==> config.mk <==
export PLATFORM = sky130hd
export DESIGN_NAME = tdm_pw_packetizer
export DESIGN_NICKNAME = d
export VERILOG_FILES = /design/src/rtl/tdm_pw_pkg.sv /design/src/rtl/pw_len_sel.sv /design/src/rtl/pw_seq_state.sv /design/src/rtl/pw_hdr_mux.sv /design/src/rtl/tdm_pw_packetizer.sv
export SDC_FILE = /design/constraint.sdc
export NUM_CORES = 1
export LEC_CHECK = 0
export BUFFER_PORTS_ARGS = -buffer_cell sky130_fd_sc_hd__buf_2
export CAP_MARGIN = 20
export CORE_MARGIN = 2
export CORE_UTILIZATION = 53
export DETAILED_ROUTE_END_ITERATION = 10
export PLACE_DENSITY = 0.8
export SYNTH_ARGS = -nofsm -noshare
export SYNTH_HDL_FRONTEND = slang
export SYNTH_HIERARCHICAL = 1
export SYNTH_SLANG_ARGS = --single-unit
export TNS_END_PERCENT = 10
==> constraint.sdc <==
create_clock -name clk_i -period 4.65 [get_ports clk_i]
set_input_delay 0.2325 -clock clk_i [delete_from_list [all_inputs] [get_ports clk_i]]
set_output_delay 0.2325 -clock clk_i [all_outputs]
set_load 0.005 [all_outputs]
==> src/rtl/tdm_pw_pkg.sv <==
package tdm_pw_pkg;
  typedef enum logic [1:0] {
    LINE_E1 = 2'd0,
    LINE_T1 = 2'd1,
    LINE_E3 = 2'd2,
    LINE_T3 = 2'd3
  } line_e;

  localparam int CW_BYTES  = 4;
  localparam int RTP_BYTES = 12;
  localparam int HDR_MAX   = CW_BYTES + RTP_BYTES;
  localparam int HDR_IDX_W = $clog2(HDR_MAX);
  localparam int SEQ_W     = 16;
  localparam int TS_W      = 32;
endpackage

==> src/rtl/pw_len_sel.sv <==
module pw_len_sel
  import tdm_pw_pkg::*;
#(
  parameter int E1_LEN = 256,
  parameter int T1_LEN = 192,
  parameter int T3_LEN = 1024,
  parameter int PAY_W  = 11
) (
  input  line_e             line_i,
  output logic [PAY_W-1:0]  len_o
);
  always_comb begin
    unique case (line_i)
      LINE_E1: len_o = PAY_W'(E1_LEN);
      LINE_T1: len_o = PAY_W'(T1_LEN);
      default: len_o = PAY_W'(T3_LEN);
    endcase
  end
endmodule

==> src/rtl/pw_seq_state.sv <==
module pw_seq_state
  import tdm_pw_pkg::*;
#(
  parameter int PAY_W = 11
) (
  input  logic              clk_i,
  input  logic              rst_ni,
  input  logic              adv_i,
  input  logic [PAY_W-1:0]  len_i,
  output logic [SEQ_W-1:0]  seq_o,
  output logic [TS_W-1:0]   ts_o
);
  always_ff @(posedge clk_i or negedge rst_ni) begin
    if (!rst_ni) begin
      seq_o <= '0;
      ts_o  <= '0;
    end else if (adv_i) begin
      seq_o <= seq_o + SEQ_W'(1);
      ts_o  <= ts_o + TS_W'(len_i);
    end
  end

  assert_seq_step_R6: assert property (@(posedge clk_i) disable iff (!rst_ni)
    adv_i |=> seq_o == $past(seq_o) + SEQ_W'(1));
  assert_seq_hold_R6: assert property (@(posedge clk_i) disable iff (!rst_ni)
    !adv_i |=> $stable(seq_o));
  assert_ts_step_R8: assert property (@(posedge clk_i) disable iff (!rst_ni)
    adv_i |=> ts_o == $past(ts_o) + TS_W'($past(len_i)));
endmodule

==> src/rtl/pw_hdr_mux.sv <==
module pw_hdr_mux
  import tdm_pw_pkg::*;
(
  input  logic [HDR_IDX_W-1:0] idx_i,
  input  logic                 l_flag_i,
  input  logic                 r_flag_i,
  input  logic [SEQ_W-1:0]     seq_i,
  input  logic [TS_W-1:0]      ts_i,
  input  logic [6:0]           pt_i,
  input  logic [31:0]          ssrc_i,
  output logic [7:0]           byte_o
);
  logic [8*HDR_MAX-1:0] hdr_vec;

  // control word, then fixed RTP header (V=2, P=X=CC=M=0)
  assign hdr_vec = {4'b0000, l_flag_i, r_flag_i, 2'b00, 8'h00, seq_i,
                    8'h80, 1'b0, pt_i, seq_i, ts_i, ssrc_i};

  assign byte_o = hdr_vec[8*HDR_MAX-1 - 8*idx_i -: 8];
endmodule

==> src/rtl/tdm_pw_packetizer.sv <==
module tdm_pw_packetizer
  import tdm_pw_pkg::*;
#(
  parameter int E1_LEN = 256,
  parameter int T1_LEN = 192,
  parameter int T3_LEN = 1024
) (
  input  logic        clk_i,
  input  logic        rst_ni,
  input  logic [7:0]  tdm_data_i,
  input  logic        tdm_valid_i,
  output logic        tdm_ready_o,
  input  logic [1:0]  line_type_i,
  input  logic        rtp_en_i,
  input  logic [6:0]  rtp_pt_i,
  input  logic [31:0] rtp_ssrc_i,
  input  logic        fault_i,
  input  logic        loss_i,
  output logic [7:0]  pkt_data_o,
  output logic        pkt_valid_o,
  input  logic        pkt_ready_i,
  output logic        pkt_sop_o,
  output logic        pkt_eop_o
);
  localparam int MAX_LEN = (E1_LEN > T1_LEN) ? ((E1_LEN > T3_LEN) ? E1_LEN : T3_LEN)
                                             : ((T1_LEN > T3_LEN) ? T1_LEN : T3_LEN);
  localparam int PAY_W   = $clog2(MAX_LEN + 1);

  logic                 in_pay;
  logic [HDR_IDX_W-1:0] hdr_idx;
  logic [PAY_W-1:0]     pay_cnt;
  logic                 fault_q, loss_q, rtp_q;
  line_e                line_q;

  logic                 at_first;
  logic                 cur_fault, cur_loss, cur_rtp;
  line_e                cur_line;
  logic [HDR_IDX_W-1:0] hdr_last;
  logic [PAY_W-1:0]     pay_len;
  logic                 pay_last, pkt_done;
  logic [SEQ_W-1:0]     seq;
  logic [TS_W-1:0]      ts;
  logic [7:0]           hdr_byte;

  // live inputs govern the first byte; snapshot governs the rest
  assign at_first  = !in_pay && (hdr_idx == '0);
  assign cur_fault = at_first ? fault_i : fault_q;
  assign cur_loss  = at_first ? loss_i  : loss_q;
  assign cur_rtp   = at_first ? rtp_en_i : rtp_q;
  assign cur_line  = at_first ? line_e'(line_type_i) : line_q;
  assign hdr_last  = cur_rtp ? HDR_IDX_W'(HDR_MAX - 1) : HDR_IDX_W'(CW_BYTES - 1);

  pw_len_sel #(
    .E1_LEN (E1_LEN),
    .T1_LEN (T1_LEN),
    .T3_LEN (T3_LEN),
    .PAY_W  (PAY_W)
  ) u_len (
    .line_i (cur_line),
    .len_o  (pay_len)
  );

  pw_seq_state #(.PAY_W(PAY_W)) u_seq (
    .clk_i  (clk_i),
    .rst_ni (rst_ni),
    .adv_i  (pkt_done),
    .len_i  (pay_len),
    .seq_o  (seq),
    .ts_o   (ts)
  );

  pw_hdr_mux u_hdr (
    .idx_i    (hdr_idx),
    .l_flag_i (cur_fault),
    .r_flag_i (cur_loss),
    .seq_i    (seq),
    .ts_i     (ts),
    .pt_i     (rtp_pt_i),
    .ssrc_i   (rtp_ssrc_i),
    .byte_o   (hdr_byte)
  );

  assign pay_last    = (pay_cnt == pay_len - PAY_W'(1));
  assign pkt_valid_o = in_pay ? tdm_valid_i : 1'b1;
  assign tdm_ready_o = in_pay && pkt_ready_i;
  assign pkt_data_o  = in_pay ? (fault_q ? 8'hFF : tdm_data_i) : hdr_byte;
  assign pkt_sop_o   = at_first;
  assign pkt_eop_o   = in_pay && tdm_valid_i && pay_last;
  assign pkt_done    = pkt_eop_o && pkt_ready_i;

  always_ff @(posedge clk_i or negedge rst_ni) begin
    if (!rst_ni) begin
      in_pay  <= 1'b0;
      hdr_idx <= '0;
      pay_cnt <= '0;
      fault_q <= 1'b0;
      loss_q  <= 1'b0;
      rtp_q   <= 1'b0;
      line_q  <= LINE_E1;
    end else begin
      if (at_first) begin
        fault_q <= fault_i;
        loss_q  <= loss_i;
        rtp_q   <= rtp_en_i;
        line_q  <= line_e'(line_type_i);
      end
      if (!in_pay && pkt_ready_i) begin
        if (hdr_idx == hdr_last) begin
          hdr_idx <= '0;
          in_pay  <= 1'b1;
        end else begin
          hdr_idx <= hdr_idx + HDR_IDX_W'(1);
        end
      end
      if (in_pay && tdm_valid_i && pkt_ready_i) begin
        if (pay_last) begin
          pay_cnt <= '0;
          in_pay  <= 1'b0;
        end else begin
          pay_cnt <= pay_cnt + PAY_W'(1);
        end
      end
    end
  end

  assert_len_bound_R2: assert property (@(posedge clk_i) disable iff (!rst_ni)
    in_pay |-> pay_cnt < pay_len);
  assert_hdr_no_take_R10: assert property (@(posedge clk_i) disable iff (!rst_ni)
    pkt_sop_o |-> !tdm_ready_o);
  assert_sop_hold_R10: assert property (@(posedge clk_i) disable iff (!rst_ni)
    (pkt_sop_o && !pkt_ready_i) |=> pkt_sop_o);
  assert_hdr_stable_R10: assert property (@(posedge clk_i) disable iff (!rst_ni)
    (!in_pay && hdr_idx != '0 && !pkt_ready_i) |=> $stable(pkt_data_o));
  assert_marker_excl_R9: assert property (@(posedge clk_i) disable iff (!rst_ni)
    !(pkt_sop_o && pkt_eop_o));
  assert_done_wrap_R9: assert property (@(posedge clk_i) disable iff (!rst_ni)
    pkt_done |=> pkt_sop_o);
endmodule

# == Yosys cells after proc, flatten, opt, wreduce, memory -nomap -nowiden ==
# Cells that the tools add are included.
# word_totals
regBits,69
latch_bits,0
input_bits,56
output_inout_bits,12
rom_bits,0
word_cells,44
memories,0
mem_bits_rw,0
# classes
n_reduce_logical,10
n_addsub,6
n_mul,0
shifts,1
mux,15
n_lt_le_gt_ge,0
bitwise_logic,0
n_div,0
n_eq_ne,3
# ops
cell,n
variable part select 135 x 33 -> 8 bit,1
adder 32 x 11 -> 32 bit,1
one-hot mux 11 bit (2 select lines),1
adder 16 x 1 -> 16 bit (second input constant),1
2-to-1 mux 8 bit,2
adder 11 x 1 -> 11 bit (second input constant),1
== test 11 bit,1
2-to-1 mux 11 bit,1
subtractor 11 x 1 -> 11 bit (second input constant),1
2-to-1 mux 1 bit,8
2-to-1 mux 4 bit,2
subtractor 7 x 7 -> 8 bit (first input constant),1
logical AND 1 bit,7
adder 4 x 1 -> 4 bit (second input constant),1
== test 4 bit,1
logical NOT 4 bit,1
== test 2 x 1 -> 1 bit (second input constant),1
logical NOT 2 bit,1
2-to-1 mux 2 bit,1
logical NOT 1 bit,1

# == Depth between registers and ports, before layout ==
# logic_depth
word_depth,9
depth_mapped,19
mapped_depth_nobuf,16

# == Cells and area by module ==
# The synthesis kept the hierarchy.
# modules_own_cells
module,area_each_um2,cells_each,n_inst,seq_area_each_um2
pw_seq_state,2478.6,219,1,1201.2
tdm_pw_packetizer,1534.0,168,1,525.5
pw_hdr_mux,850.8,80,1,0.0
pw_len_sel,77.6,12,1,0.0

# == Least setup slack after synthesis ==
# OpenSTA, ideal clock, no wires.
# synth_timing
path_type,register -> register
from,reg in_pay
to,reg u_seq.ts_o[31]
arrival_ns,4.419
required_time_ns,4.527
n_path_buf,3
synth_period_minus_slack_ns,4.541
path_stages_with_launch,16
path_slack_ns,0.109
setup_ns,0.123
path_cell_list,dfrtp_1 > clkbuf_1 > nor4b_2 > mux2_2 > nor2b_1 > buf_4 > nor4b_1 > nand2_1 > or3_1 > a211oi_2 > and2_1 > clkbuf_1 > and3_1 > nand3_1 > or4b_1 > xnor2_1
# synth_via
elab_chain_cells,9
elab_cells_between_ends,12
cone_classes,2 x add/sub; 2 x eq/ne; 2 x mux; 6 x reduce/logical
# synth_lines
element,line_no,rtl
start: declaration,tdm_pw_packetizer.sv:29,logic in_pay;
start signal: assignment,tdm_pw_packetizer.sv:93,in_pay <= 1'b0;
start signal: assignment,tdm_pw_packetizer.sv:110,in_pay <= 1'b1;
start signal: assignment,tdm_pw_packetizer.sv:118,in_pay <= 1'b0;
logical NOT 1 bit *,tdm_pw_packetizer.sv:46,assign at_first = !in_pay && (hdr_idx == '0);
logical AND 1 bit *,tdm_pw_packetizer.sv:46,
net pkt_sop_o,tdm_pw_packetizer.sv:22,"output logic pkt_sop_o,"
2-to-1 mux 2 bit *,--,
net cur_line[0],tdm_pw_packetizer.sv:37,line_e cur_line;
== test 2 x 1 -> 1 bit or logical NOT 2 bit (tied branches),pw_len_sel.sv:13,unique case (line_i)
one-hot mux 11 bit (2 select lines) *,pw_len_sel.sv:13,
net pay_len[6],tdm_pw_packetizer.sv:39,logic [PAY_W-1:0] pay_len;
subtractor 11 x 1 -> 11 bit *,tdm_pw_packetizer.sv:83,assign pay_last = (pay_cnt == pay_len - PAY_W'(1));
== test 11 bit *,tdm_pw_packetizer.sv:83,
logical AND 1 bit *,tdm_pw_packetizer.sv:88,assign pkt_eop_o = in_pay && tdm_valid_i && pay_last;
logical AND 1 bit *,tdm_pw_packetizer.sv:89,assign pkt_done = pkt_eop_o && pkt_ready_i;
net pkt_done,tdm_pw_packetizer.sv:40,"logic pay_last, pkt_done;"
end signal: assignment,pw_seq_state.sv:19,ts_o <= ts_o + TS_W'(len_i);
end: declaration,pw_seq_state.sv:11,output logic [TS_W-1:0] ts_o
# The timed path passes the listed nets; every way through them passes the cells marked *.
# A chain may end at the register's enable or synchronous reset.

# == Worst setup path in the final report ==
# layout_timing
from,reg hdr_idx[1]
to,reg u_seq.ts_o[31]
# layout_via
elab_chain_cells,9
elab_cells_between_ends,11
cone_classes,2 x add/sub; 2 x eq/ne; 2 x mux; 5 x reduce/logical
# layout_lines
element,line_no,rtl
start: declaration,tdm_pw_packetizer.sv:30,logic [HDR_IDX_W-1:0] hdr_idx;
start signal: assignment,tdm_pw_packetizer.sv:112,hdr_idx <= hdr_idx + HDR_IDX_W'(1);
logical NOT 4 bit *,tdm_pw_packetizer.sv:46,
logical AND 1 bit *,tdm_pw_packetizer.sv:46,
2-to-1 mux 2 bit *,--,
net cur_line[1],tdm_pw_packetizer.sv:37,
== test 2 x 1 -> 1 bit or logical NOT 2 bit (tied branches),pw_len_sel.sv:13,
one-hot mux 11 bit (2 select lines) *,pw_len_sel.sv:13,
net pay_len[6],tdm_pw_packetizer.sv:39,
subtractor 11 x 1 -> 11 bit,tdm_pw_packetizer.sv:83,
== test 11 bit,tdm_pw_packetizer.sv:83,
logical AND 1 bit,tdm_pw_packetizer.sv:88,
logical AND 1 bit,tdm_pw_packetizer.sv:89,
# Marks and branches as above.

==> out/metrics.cfg <==
[synthesis]
ys_seq_elements=69
yosysTopAreaCellShare=0.349
yosys.area.top_type=dfrtp_1
avgSynthCellArea_sq_um=10.3
synthFlopType=dfrtp_1
ys_async_sr_fraction=1.00
synth-edff-count=0
synthCells=479
synth_cell_types=74
ys_seq_area_frac=0.349
synth_warnings=6
synth_area_leaders=dfrtp_1 35%, xnor2_1 7.6%, mux2_2 4.3%
syn_area_sq_um=4940

[routing]
first_iter_violations=256
drcViolationCount=0
final_antenna_net_count=0
first_pass_iters=5
wl_mm=12.3
dr_total_vias=4023
vias_per_cell=6.10
post_drt_wl_per_cell_microns=18.6

[pwr]
power_switching_mw=0.848
pwr-share-seq=0.315
p_per_area_nw_per_um2=405
finalPower_mw=2.23
pwr-share-clk=0.232
p_int_mw=1.39
power_frac_comb=0.453
ir_drop_uv=278
switching_share=0.379
leakagePower_nw=2.57

[cts]
clk_latency_ns=0.36
htreeDepth=3
clk_pin_slew_worst_paths_ns=0.08
cts-buffers-inserted=9
cts_tree=done
cts.sinks=69
postCtsSetupBuffers=0
clk_path_buf_depth=2
clock-root-buffer=clkbuf_8

[timing]
worst_pin_slew_ns=0.884
finalCritPeriodShare=0.911
tns_ns=0
slew_viol_final=0
rsz0062_at_grt=no
finalCriticalPeriod_ns=4.24
finClkSkew_ns=0.0155
setup_viol=0
finalHoldViolations=0
relSlewSlack=0.411
timing.fmax_mhz=236

[global_routing]
grt_pass1_wl_mm=19.8
grt_max_degree=70
grt_pass1_vias=3929
grt_usage=0.252
antenna_found_initial=0
grt_overflow=0

[finish]
area_delta_synth_final_pct=11.6
instances_no_fill=659
final_layout_size_suffix_gt1_frac=0.252
design_area_sq_um=5520
layout.nets=616
antenna_cells=0
nFillCells=756

[setup_path]
slowest_delay_ns=0.58
cp_max_fo=7
crit_chain=inv_1 > ha_1 > nor4b_2 > mux2_2 > nor2b_2 > buf_4 > xor2_1 > nand4_1 > a21oi_1 > a211oi_1 > a211oi_2 > and2_1 > and3_1 > nand3_1 > or4b_1 > xnor2_1
crit_arrival_ns=4.48
setup.worst_path.class=reg -> reg
crit_slowest_cell=or4b_1
startpoint_type=flip-flop
crit_required_ns=4.89
cp-end-kind=flip-flop

[worst_hold_path]
hold_path.class=in -> async

[floorplanning]
die_area_sq_um=10100
fp.dieW_microns=101
initial_core_util=0.540
row_count=35
die_h_microns=101
ioPinCount=68
design.core.area_sq_um=9150

[status]
outcome=completed

[place]
routabilityCongestion=0.938
dpl.hpwl_mm=8.87
placed_area_sq_um=5300
numPortBuffers=67
dp_cells=643

[job]
drv_cap=0

==> power by group through the flow <==
stage / Clock [mW] / Sequential [mW] / Combinational (mW)
2_1_floorplan: 0 / 0.711 / 0.767
3_3_place_gp: 0 / 0.709 / 0.974
3_5_place_dp: 0 / 0.715 / 1.00
4_1_cts: 0.524 / 0.703 / 1.01
5_1_grt: 0.544 / 0.711 / 1.11
6_report: 0.518 / 0.704 / 1.01
==> worst max-delay path, delay by kind of cell (launching register included) <==
kind / cells / cell delay (ns)
adder cells (fa/ha/maj): 1 / 0.13
AND/OR/NAND/NOR: 7 / 2.02
flip-flops: 1 / 0.39
buffers and inverters: 2 / 0.29
multiplexers: 1 / 0.45
XOR/XNOR: 2 / 0.40
AO/OA/AOI/OAI: 3 / 0.46
==> synthesized netlist by cell type (all sizes together) (2+ instances only) <==
cell and count:
a21o 7, nor2b 5, ha 16, a211o 4, nor2 27, dfrtp 69
xnor2 43, nor3 12, nand2 32, a221oi 3, mux4 12, and4 2
mux2i 15, nand2b 5, o21a 3, o22ai 4, or4 3, o31ai 2
and2 4, and2b 2, buf 18, clkbuf 12, nor3b 2, a31oi 5
or3 6, xor2 18, nor4 2, and3 12, a311oi 2, a211oi 3
nor4b 4, a21oi 12, and3b 2, or2 2, nand3 24, mux2 20
o21ai 16, inv 9, nand4 15, a221o 4, o22a 8
==> cell usage in the layout (no fill, tap or decap), types with 8 or more instances in the layout <==
cell and n:
a21oi_1 12, and3_1 11, buf_2 67, buf_4 10
clkbuf_8 10, dfrtp_1 69, ha_1 16, inv_1 9
mux2_2 19, mux2i_1 15, nand2_1 31, nand3_1 24
nand4_1 13, nor2_1 25, nor3_1 12, o21ai_0 15
o22a_1 8, xnor2_1 43, xor2_1 18
==> flip-flops by register name (all words and copies together) (netlist names) <==
register,cells
fault_q,1
hdr_idx,4
in_pay,1
line_q,2
loss_q,1
pay_cnt,11
rtp_q,1
u_seq/seq_o,16
u_seq/ts_o,32
==> cells by family after synthesis <==
family	synth area share
other	0.000759
xor gates and xnor gates	0.108
muxes	0.137
buffers and inverters	0.0499
AOI/OAI and AO/OA	0.121
DFF	0.349
adders and majority gates	0.0446
and+or+nand+nor	0.190
==> worst paths after layout <==
path | start | endpoint | slack (ns) | cells after the start
worst max-delay path | hdr_idx[1] | u_seq/ts_o[31] | 0.41 | 16
worst min-delay path | rst_ni | u_seq/ts_o[4] | 0.08 | 2
worst max register to register | hdr_idx[1] | u_seq/ts_o[31] | 0.41 | 16
worst min register to register | u_seq/ts_o[31] | u_seq/ts_o[31] | 0.50 | 1
max in group asynchronous | rst_ni | pay_cnt[6] | 4.00 | 2
min in group clk_i | rtp_en_i | rtp_q | 0.12 | 2
==> per-layer routing <==
metal  up-vias  share of wire  wire length, microns  track usage
met5         -              0                     0            0
li1       1885              -                     -            -
met4         0          0.022                   267        0.102
met1      1974           0.44                  5370        0.341
met2       143           0.48                  5870        0.410
met3        21          0.062                   755       0.0333
==> per-stage QoR <==
step                utilization  hold slack [ns]  setup slack, ns
floorplan                     -          -0.0631            0.109
global placement          0.579            0.465            0.622
detailed placement        0.579            0.481            0.356
CTS                       0.602            0.111            0.308
global route              0.603            0.124            0.127
finish                    0.603           0.0779            0.414
==> area by class of cell <==
type / instances / area [sq um] / share of cell area
timing repair buffer: 77 / 410 / 0.0744
inverter: 9 / 33.8 / 0.00612
clock buffer: 10 / 138 / 0.0249
multi-input combinational: 377 / 3000 / 0.544
clock inverter: 6 / 70.1 / 0.0127
sequential: 69 / 1730 / 0.313
tap: 111 / 139 / 0.0252
==> what timing repair did <==
item	4_1_cts	5_1_grt
endpoints found under the setup margin	0	2
resized for setup	0	2
hold buffers	0	0
No activity file was read; power rests on OpenSTA's default activity.
